`config.mk`:
```
export PLATFORM = sky130hd
export DESIGN_NAME = shared_sram_slot_seq
export DESIGN_NICKNAME = d
export VERILOG_FILES = /design/src/rtl/slot_seq_pkg.sv /design/src/rtl/slot_seq_ctrl.sv /design/src/rtl/slot_seq_dp.sv /design/src/rtl/shared_sram_slot_seq.sv
export SDC_FILE = /design/constraint.sdc
export NUM_CORES = 1
export LEC_CHECK = 0
export ABC_CLOCK_PERIOD_IN_PS = 1730
export BUFFER_PORTS_ARGS = -buffer_cell sky130_fd_sc_hd__buf_2
export CAP_MARGIN = 20
export CORE_MARGIN = 2
export CORE_UTILIZATION = 53
export DETAILED_ROUTE_END_ITERATION = 8
export PLACE_DENSITY = 0.86
export SETUP_SLACK_MARGIN = 0.15
export SYNTH_ARGS = -nofsm -noshare
export SYNTH_HDL_FRONTEND = slang
export SYNTH_SLANG_ARGS = --single-unit
```
`constraint.sdc`:
```
create_clock -name clk -period 1.73 [get_ports clk]
set_clock_uncertainty 0.1 [all_clocks]
set_input_delay 0.173 -clock clk [delete_from_list [all_inputs] [get_ports clk]]
set_output_delay 0.173 -clock clk [all_outputs]
set_load 0.05 [all_outputs]
```
`src/rtl/slot_seq_pkg.sv`:
```
`timescale 1ns/1ps
package slot_seq_pkg;

  // Window strobes decoded by the control and consumed by the datapath.
  typedef struct packed {
    logic coWin;        // coprocessor owns the bus this slot
    logic hostWin;      // host buffer is open this slot
    logic coWrWin;      // coprocessor strobe may be active this slot
    logic hostWrWin;    // host strobe may be active this slot
    logic coCapture;    // slot in which coprocessor write intent is taken
    logic hostCapture;  // slot in which host write intent is taken
  } seqStrobes_t;

  localparam int NUM_MASTERS = 2;
  localparam int CO_IDX      = 0;
  localparam int HOST_IDX    = 1;

endpackage

```
`src/rtl/slot_seq_ctrl.sv`:
```
`timescale 1ns/1ps
module slot_seq_ctrl
  import slot_seq_pkg::*;
#(
  parameter int SLOTS     = 36,
  parameter int CO_LAST   = 23,
  parameter int HOST_OPEN = 25,
  parameter int WR_GUARD  = 1
) (
  input  logic        clk,
  input  logic        rstN,
  input  logic        phaseRef,
  input  logic        hostSel,
  output seqStrobes_t strobes,
  output logic        lockLost
);

  localparam int SLOT_W = $clog2(SLOTS);
  localparam logic [SLOT_W-1:0] LAST_S       = SLOT_W'(SLOTS - 1);
  localparam logic [SLOT_W-1:0] CO_OPEN_S    = SLOT_W'(1);
  localparam logic [SLOT_W-1:0] CO_LAST_S    = SLOT_W'(CO_LAST);
  localparam logic [SLOT_W-1:0] HOST_OPEN_S  = SLOT_W'(HOST_OPEN);
  localparam logic [SLOT_W-1:0] HOST_LAST_S  = SLOT_W'(SLOTS - 1);
  localparam logic [SLOT_W-1:0] SAMPLE_S     = SLOT_W'(CO_LAST);
  localparam logic [SLOT_W-1:0] CO_WR_LO_S   = SLOT_W'(1 + WR_GUARD);
  localparam logic [SLOT_W-1:0] CO_WR_HI_S   = SLOT_W'(CO_LAST - WR_GUARD);
  localparam logic [SLOT_W-1:0] HOST_WR_LO_S = SLOT_W'(HOST_OPEN + WR_GUARD);
  localparam logic [SLOT_W-1:0] HOST_WR_HI_S = SLOT_W'(SLOTS - 1 - WR_GUARD);

  logic [SLOT_W-1:0] slot;
  logic phPrev;
  logic locked;
  logic everLocked;
  logic hostGrant;
  logic fallNow;
  logic atLast;

  assign fallNow = phPrev & ~phaseRef;
  assign atLast  = (slot == LAST_S);

  // Slot counter, alignment tracking and lock state.
  always_ff @(posedge clk or negedge rstN) begin
    if (!rstN) begin
      slot       <= '0;
      phPrev     <= 1'b0;
      locked     <= 1'b0;
      everLocked <= 1'b0;
      lockLost   <= 1'b0;
    end else begin
      phPrev <= phaseRef;
      if (fallNow) begin
        slot <= '0;
        if (atLast || !everLocked) begin
          locked     <= 1'b1;
          everLocked <= 1'b1;
        end else begin
          locked   <= 1'b0;
          lockLost <= 1'b1;
        end
      end else begin
        slot <= atLast ? '0 : slot + 1'b1;
      end
    end
  end

  // Host grant: taken once per frame, held to the frame end.
  always_ff @(posedge clk or negedge rstN) begin
    if (!rstN) begin
      hostGrant <= 1'b0;
    end else if (fallNow || atLast) begin
      hostGrant <= 1'b0;
    end else if (slot == SAMPLE_S && locked) begin
      hostGrant <= hostSel;
    end
  end

  // Window decode from the current slot.
  always_comb begin
    strobes.coWin = locked &&
      (((slot >= CO_OPEN_S) && (slot <= CO_LAST_S)) ||
       ((slot > CO_LAST_S) && !hostGrant));
    strobes.hostWin   = locked && hostGrant &&
      (slot >= HOST_OPEN_S) && (slot <= HOST_LAST_S);
    strobes.coWrWin   = locked &&
      (slot >= CO_WR_LO_S) && (slot <= CO_WR_HI_S);
    strobes.hostWrWin = locked && hostGrant &&
      (slot >= HOST_WR_LO_S) && (slot <= HOST_WR_HI_S);
    strobes.coCapture   = (slot == CO_OPEN_S);
    strobes.hostCapture = (slot == HOST_OPEN_S);
  end

  AST_SLOT_RANGE: assert property (@(posedge clk) disable iff (!rstN)
    slot <= LAST_S);
  AST_GRANT_HELD: assert property (@(posedge clk) disable iff (!rstN)
    $fell(hostGrant) |-> ($past(atLast) || $past(fallNow)));
  AST_RELOCK_ON_EDGE: assert property (@(posedge clk) disable iff (!rstN)
    $rose(locked) |-> $past(fallNow));
  AST_LOST_STICKY: assert property (@(posedge clk) disable iff (!rstN)
    !$fell(lockLost));

endmodule

```
`src/rtl/slot_seq_dp.sv`:
```
`timescale 1ns/1ps
module slot_seq_dp
  import slot_seq_pkg::*;
(
  input  logic        clk,
  input  logic        rstN,
  input  seqStrobes_t strobes,
  input  logic        coWr,
  input  logic        hostWr,
  output logic        coBusEn,
  output logic        hostBufEn,
  output logic        sramWe
);

  logic [NUM_MASTERS-1:0] wrReq;
  logic [NUM_MASTERS-1:0] capture;
  logic [NUM_MASTERS-1:0] wrWin;
  logic [NUM_MASTERS-1:0] wrHeld;

  assign wrReq[CO_IDX]     = coWr;
  assign wrReq[HOST_IDX]   = hostWr;
  assign capture[CO_IDX]   = strobes.coCapture;
  assign capture[HOST_IDX] = strobes.hostCapture;
  assign wrWin[CO_IDX]     = strobes.coWrWin;
  assign wrWin[HOST_IDX]   = strobes.hostWrWin;

  // Per-master write intent, taken once in the window-open slot.
  for (genvar m = 0; m < NUM_MASTERS; m++) begin : g_master
    logic held;
    always_ff @(posedge clk or negedge rstN) begin
      if (!rstN)
        held <= 1'b0;
      else if (capture[m])
        held <= wrReq[m];
    end
    assign wrHeld[m] = held;
  end

  assign coBusEn   = strobes.coWin;
  assign hostBufEn = strobes.hostWin;
  assign sramWe    = |(wrHeld & wrWin);

  AST_NO_OVERLAP: assert property (@(posedge clk) disable iff (!rstN)
    !(coBusEn && hostBufEn));
  AST_HOST_AFTER_GAP: assert property (@(posedge clk) disable iff (!rstN)
    $rose(hostBufEn) |-> !$past(coBusEn));
  AST_CO_AFTER_GAP: assert property (@(posedge clk) disable iff (!rstN)
    $rose(coBusEn) |-> !$past(hostBufEn));
  AST_WE_OWNED: assert property (@(posedge clk) disable iff (!rstN)
    sramWe |-> (coBusEn || hostBufEn));
  AST_WE_LATE_START: assert property (@(posedge clk) disable iff (!rstN)
    $rose(sramWe) |-> ($past(coBusEn) || $past(hostBufEn)));

endmodule

```
`src/rtl/shared_sram_slot_seq.sv`:
```
`timescale 1ns/1ps
module shared_sram_slot_seq
  import slot_seq_pkg::*;
#(
  parameter int SLOTS     = 36,
  parameter int CO_LAST   = 23,
  parameter int HOST_OPEN = 25,
  parameter int WR_GUARD  = 1
) (
  input  logic clk,
  input  logic rstN,
  input  logic phaseRef,
  input  logic hostSel,
  input  logic coWr,
  input  logic hostWr,
  output logic coBusEn,
  output logic hostBufEn,
  output logic sramWe,
  output logic lockLost
);

  seqStrobes_t strobes;

  slot_seq_ctrl #(
    .SLOTS(SLOTS), .CO_LAST(CO_LAST), .HOST_OPEN(HOST_OPEN), .WR_GUARD(WR_GUARD)
  ) u_ctrl (
    .clk(clk), .rstN(rstN), .phaseRef(phaseRef), .hostSel(hostSel),
    .strobes(strobes), .lockLost(lockLost)
  );

  slot_seq_dp u_dp (
    .clk(clk), .rstN(rstN), .strobes(strobes), .coWr(coWr), .hostWr(hostWr),
    .coBusEn(coBusEn), .hostBufEn(hostBufEn), .sramWe(sramWe)
  );

endmodule

```
==> flow_metrics.py, run 1 <==
metrics = {
    "clocking": {
        "h-tree-depth": 1,
        "clk_path_buf_depth": 2,
        "cts_sinks": 13,
        "clk_pin_slew_ns": 0.08,
        "tritoncts": "built",
        "cts_buffers": 3,
        "clock_latency_ns": 0.28,
        "cts_root_buf": "clkbuf_4",
    },
    "timing": {
        "tightest_slew_ns": 0.496,
        "setup_viol": 3,
        "finalHoldViolations": 0,
        "max_slew_margin": 0.668,
        "period_share": 1.14,
        "worst_slack_ns": -0.236,
        "rsz0062_at_grt": "yes",
        "hold_ws_ns": 0.0293,
        "max_freq_mhz": 509,
        "slew_violations": 0,
        "min_period_ns": 1.97,
    },
    "floorplanning": {
        "ios": 10,
        "core_mm2": 0.00130,
        "die-area_mm2": 0.00169,
        "chipHeight_um": 41.1,
        "rows": 13,
        "dieWidth_um": 41.1,
        "start_util": 0.561,
    },
    "logic_synthesis": {
        "ys.warnings.count": 0,
        "yosys.area_share.simple": 0.209,
        "syn-cell-area_um2": 729,
        "synth_compound_area_frac": 0.154,
        "synth_cell_types": 32,
        "synth_fa_ha_area_frac": 0.0686,
        "synth-seq-cells": 13,
        "ys_seq_area_frac": 0.446,
        "syn_nets": 84,
        "synthMuxAreaShare": 0.0309,
        "syn_area_per_cell_um2": 9.86,
        "synth_xor_area_frac": 0.0360,
        "netlist_instances": 74,
        "synth_top_family_by_area": "simple AND/OR/NAND/NOR gates",
    },
    "placed_design": {
        "dp_hpwl_mm": 1.26,
        "dp.cells": 103,
        "io_buffers": 9,
        "place_congestion": 0.841,
    },
    "worst_setup_path": {
        "endpoint_kind": "primary output",
        "worstPathArrival_ns": 1.69,
        "reg2regPathDepth": 5,
        "cp_top_family": "simple AND/OR/NAND/NOR gates",
        "critical_path_required_ns": 1.46,
        "cp.buffers_inverters": 1,
        "crit_type": "register to primary output",
        "cp.depth": 5,
        "cp-start-kind": "register",
        "crit_slowest_cell": "dfrtp_1",
        "path_cells": "ha_2 -> or3b_4 -> a21oi_4 -> nor2_4 -> buf_8",
        "cp_max_fo": 4,
        "timing.critical_path.slowest_cell_delay_ns": 0.42,
        "rrSetupSlack_ns": 0.22,
    },
    "power": {
        "peakVddDrop_mv": 0.865,
        "pwr_density_cell_mw_per_mm2": 1320,
        "p_leak_nw": 0.465,
    },
    "grt": {
        "grt.overflow.total": 0,
        "grt_pass1_vias": 643,
        "grt_pass1_wl_mm": 3.17,
        "grt_max_degree": 14,
        "track_usage": 0.299,
        "antenna_found_initial": 0,
    },
    "detailed_routing": {
        "first_pass_iters": 4,
        "post-route-drc-count": 0,
        "first_iter_violations": 18,
        "dr_total_vias": 715,
        "via_per_inst": 6.06,
        "finalWirelength_mm": 2.16,
        "post_drt_wl_per_cell_um": 18.3,
        "ant_nets": 0,
    },
    "final_layout": {
        "final_cells": 118,
        "nNetsFinal": 114,
        "fillers": 69,
        "fin_util": 0.851,
        "final_common_cell": "buf_4",
        "final_cell_mix": "buf_4 (15), dfrtp_1 (10), nor2_1 (6), buf_2 (6), nand3_1 (5)",
        "n_antenna_cell": 0,
        "area_growth_pct": 51.8,
        "drive_above_1_share": 0.553,
    },
    "worst_hold_path": {
        "hold_depth": 2,
        "hp-class": "primary input to register",
    },
    "flow_run": {
        "drv_cap": 0,
    },
    "run_status": {
        "status": "complete, but fails checks",
        "violations": "setup timing",
    },
}
-- flip-flops by register name, summed over array words and instances (netlist names) --
register	flops
u_ctrl.hostGrant	1
u_ctrl.lockLost	1
u_ctrl.phPrev	1
u_ctrl.locked	1
u_dp.g_master.held	2
u_ctrl.slot	6
u_ctrl.everLocked	1
-- worst register-to-register path, stage by stage, from the launching register on --
cell	delay, ns
dfrtp_1	0.42
buf_4	0.15
buf_4	0.15
ha_2	0.23
a31o_2	0.26
nor2_1	0.13
-- kinds of logic (layout without fill, tap and decap cells) --
logic type	count (synthesis)	count (layout)
AOI/OAI and AO/OA	16	16
xor gates and xnor gates	3	3
adders and majority gates	4	4
buffers and inverters	8	37
DFF	13	13
muxes	2	2
and+or+nand+nor	28	28
-- layout make-up --
cell class | instances | area, µm² | share of cell area
clock buffer | 4 | 26.3 | 0.0237
tap | 15 | 18.8 | 0.0169
multi-input combinational | 53 | 469 | 0.424
sequential | 13 | 329 | 0.297
inverter | 4 | 17.5 | 0.0158
timing repair buffer | 29 | 246 | 0.223
-- final timing paths --
| check | startpoint | end |
|---|---|---|
| worst max-delay path | u_ctrl.slot[0] | hostBufEn |
| worst min-delay path | coWr | u_dp.g_master[0].held |
| worst max register to register | u_ctrl.slot[0] | u_ctrl.slot[2] |
| worst min register to register | u_ctrl.lockLost | u_ctrl.lockLost |
| max in group asynchronous | rstN | u_ctrl.slot[1] |
| min in group asynchronous | rstN | u_dp.g_master[0].held |
-- power breakdown --
group / internal [mW] / switching [mW]
Sequential: 0.366 / 0.0758
Combinational: 0.429 / 0.397
Clock: 0.0895 / 0.105
Total: 0.885 / 0.578
-- Yosys cell counts --
library cell  count  area (µm²)
nand4b_1          1        8.76
nand4_1           1        6.26
buf_6             1        11.3
clkbuf_1          1        3.75
a31o_2            3        26.3
o2111ai_1         2        17.5
o221ai_1          1        8.76
a21oi_1           4        20.0
nand2_1           2        7.51
ha_1              4        50.1
or2_2             1        6.26
xor2_1            2        17.5
mux2_2            2        22.5
o211a_1           1        10.0
nor3_1            1        5.00
nor2_1            8        30.0
o22ai_1           1        6.26
or3_1             1        6.26
a31oi_1           1        6.26
o211ai_1          1        7.51
or4_1             1        7.51
buf_2             2        10.0
and2_1            1        6.26
xnor2_1           1        8.76
or3b_2            1        8.76
nor4bb_1          1        10.0
and3_1            2        12.5
o21ai_0           2        10.0
nor2b_1           2        12.5
inv_1             4        15.0
dfrtp_1          13         325
nand3_1           5        25.0
-- repair_timing --
item / in CTS / in global routing
setup endpoints to repair: 3 / 9
resized for setup: 15 / 11
endpoints found under the hold margin: 14 / 0
pin swaps: 6 / 3
buffers inserted: 8 / 1
hold buffers: 2 / 0
-- metal layers --
| layer | GRT usage | share of wire | wire, µm |
|---|---|---|---|
| met5 | 0 | 0 | 0 |
| met4 | 0.0887 | 0.016 | 35 |
| met3 | 0.0870 | 0.041 | 89 |
| met2 | 0.465 | 0.50 | 1080 |
| met1 | 0.399 | 0.44 | 951 |
-- per-stage QoR --
step                area [µm²]  setup WS (ns)  TNS [ns]  total power [mW]
finish                    1110         -0.236    -0.598              1.46
global route              1110         -0.286    -0.708              1.54
CTS                       1060         -0.214    -0.447              1.35
detailed placement         907       -0.00120  -0.00228              1.02
global placement           907         0.0295         0             0.993
floorplan                  790          0.137         0             0.831
(Power assumes the default switching activity.)
==> inputs of run 2 (changes only) <==
--- a/config.mk
+++ b/config.mk
@@ -12,7 +12,6 @@
 export CORE_UTILIZATION = 53
 export DETAILED_ROUTE_END_ITERATION = 8
 export PLACE_DENSITY = 0.86
-export SETUP_SLACK_MARGIN = 0.15
 export SYNTH_ARGS = -nofsm -noshare
 export SYNTH_HDL_FRONTEND = slang
 export SYNTH_SLANG_ARGS = --single-unit
==> run 2 against run 1 <==
The run still ends with setup timing left. Largest power group unchanged. First-iteration DRC count shrank 44%. Combinational power fell by 16%. Critical path type unchanged. Cell count fell by 2.5%. Core utilization decreased by 8.5 points. Count of clock-buffer cells in the layout fell by 1. Fmax rose by 3.1%. Sequential power shrank 2%. Non-clock buffer count is 3 lower. Final area is 9.9% lower. Critical path depth shrank 1.
==> flow_metrics.py, run 2 (synthesis results as in run 1) <==
metrics = {
    "detailed_routing": {
        "post_drt_wl_per_cell_um": 16.0,
        "via_per_inst": 5.86,
        "dr_total_vias": 674,
        "ant_nets": 0,
        "finalWirelength_mm": 1.84,
        "first_iter_violations": 10,
        "first_pass_iters": 4,
        "post-route-drc-count": 0,
    },
    "timing": {
        "min_period_ns": 1.91,
        "rsz0062_at_grt": "yes",
        "tightest_slew_ns": 0.431,
        "slew_violations": 0,
        "finalHoldViolations": 0,
        "hold_ws_ns": 0.0282,
        "setup_viol": 3,
        "worst_slack_ns": -0.176,
        "max_freq_mhz": 525,
        "max_slew_margin": 0.712,
        "period_share": 1.10,
    },
    "worst_setup_path": {
        "cp.buffers_inverters": 1,
        "reg2regPathDepth": 5,
        "crit_slowest_cell": "or4_4",
        "crit_type": "register to primary output",
        "worstPathArrival_ns": 1.63,
        "cp.depth": 4,
        "cp_top_family": "simple AND/OR/NAND/NOR gates",
        "cp-start-kind": "register",
        "critical_path_required_ns": 1.46,
        "cp_max_fo": 4,
        "timing.critical_path.slowest_cell_delay_ns": 0.55,
        "path_cells": "or4_4 -> a21oi_2 -> o22ai_2 -> buf_6",
        "endpoint_kind": "primary output",
    },
    "final_layout": {
        "area_growth_pct": 36.7,
        "final_common_cell": "buf_4",
        "n_antenna_cell": 0,
        "fillers": 89,
        "reg.largest.list": "u_ctrl.slot x6, u_dp.g_master.held x2",
        "fin_area_um2": 997,
        "nNetsFinal": 111,
        "largest_register_ffs": 6,
        "final_cell_mix": "buf_4 (13), dfrtp_1 (12), nor2_1 (6), buf_2 (6)",
        "regMostFlops": "u_ctrl.slot",
        "fin_util": 0.766,
        "drive_above_1_share": 0.480,
    },
    "clocking": {
        "clk_pin_slew_ns": 0.08,
        "tritoncts": "built",
        "cts_sinks": 13,
        "clk_path_buf_depth": 2,
        "cts_buffers": 3,
        "cts_root_buf": "clkbuf_4",
        "h-tree-depth": 1,
        "clock_latency_ns": 0.27,
    },
    "floorplanning": {
        "die-area_mm2": 0.00169,
        "core_mm2": 0.00130,
        "dieWidth_um": 41.1,
        "chipHeight_um": 41.1,
        "start_util": 0.561,
        "ios": 10,
        "rows": 13,
    },
    "grt": {
        "grt_pass1_vias": 658,
        "grt.overflow.total": 0,
        "grt_pass1_wl_mm": 2.84,
        "grt_max_degree": 14,
        "antenna_found_initial": 0,
        "track_usage": 0.269,
    },
    "placed_design": {
        "io_buffers": 9,
        "dp_hpwl_mm": 1.15,
        "dpl_cell_area_um2": 852,
        "place_congestion": 0.826,
    },
    "worst_hold_path": {
        "hp-class": "primary input to register",
        "hold_depth": 2,
    },
    "power": {
        "peakVddDrop_mv": 0.853,
        "pwr_density_cell_mw_per_mm2": 1310,
        "power.total_mw": 1.31,
        "p_leak_nw": 0.446,
    },
    "flow_run": {
        "drv_cap": 0,
    },
    "run_status": {
        "status": "complete, but fails checks",
        "violations": "setup timing",
    },
}
[run 2: report_power, final]
part / internal [mW] / leakage (nW) / switching (mW)
sequential: 0.364 / 0.156 / 0.0666
combinational: 0.362 / 0.273 / 0.333
clock: 0.0856 / 0.0177 / 0.0994
total: 0.812 / 0.446 / 0.499
[run 2: timing repair]
item,4_1_cts,5_1_grt
buffers inserted,5,0
endpoints found under the hold margin,14,0
setup endpoints to repair,3,3
pin swaps,3,1
resized for setup,19,2
hold buffers,2,0
[run 2: final timing paths]
path	slack (ns)	to	from
max in group asynchronous	1.08	u_ctrl.slot[2]	rstN
min in group asynchronous	0.20	u_ctrl.slot[0]	rstN
max	-0.18	sramWe	u_ctrl.slot[4]
max reg2reg	0.21	u_ctrl.lockLost	u_ctrl.slot[1]
min	0.03	u_dp.g_master[1].held	hostWr
min reg2reg	0.38	u_ctrl.lockLost	u_ctrl.lockLost
[run 2: final cells by class]
type	count	area [µm²]	area share
Clock inverter	1	5.00	0.00502
Timing Repair Buffer	26	204	0.205
Clock buffer	3	22.5	0.0226
Sequential cell	13	327	0.327
Inverter	4	15.0	0.0151
Multi-Input combinational cell	53	405	0.407
Tap cell	15	18.8	0.0188
[run 2: metrics by stage]
step	instances	TNS, ns	worst slack, ns
after floorplan	74	-0.0158	-0.0158
after global placement	104	0	0.00321
after detailed placement	104	-0.0402	-0.0402
after CTS	115	-0.374	-0.172
after global routing	115	-0.589	-0.273
final	115	-0.380	-0.176
[run 2: layer usage]
| layer | up-vias | wire length (µm) | global-route usage |
|---|---|---|---|
| met1 | 334 | 767 | 0.317 |
| met4 | 0 | 61 | 0.161 |
| met2 | 15 | 965 | 0.449 |
| met3 | 6 | 41 | 0.0489 |
| li1 | 319 | - | - |
| met5 | - | 0 | 0 |
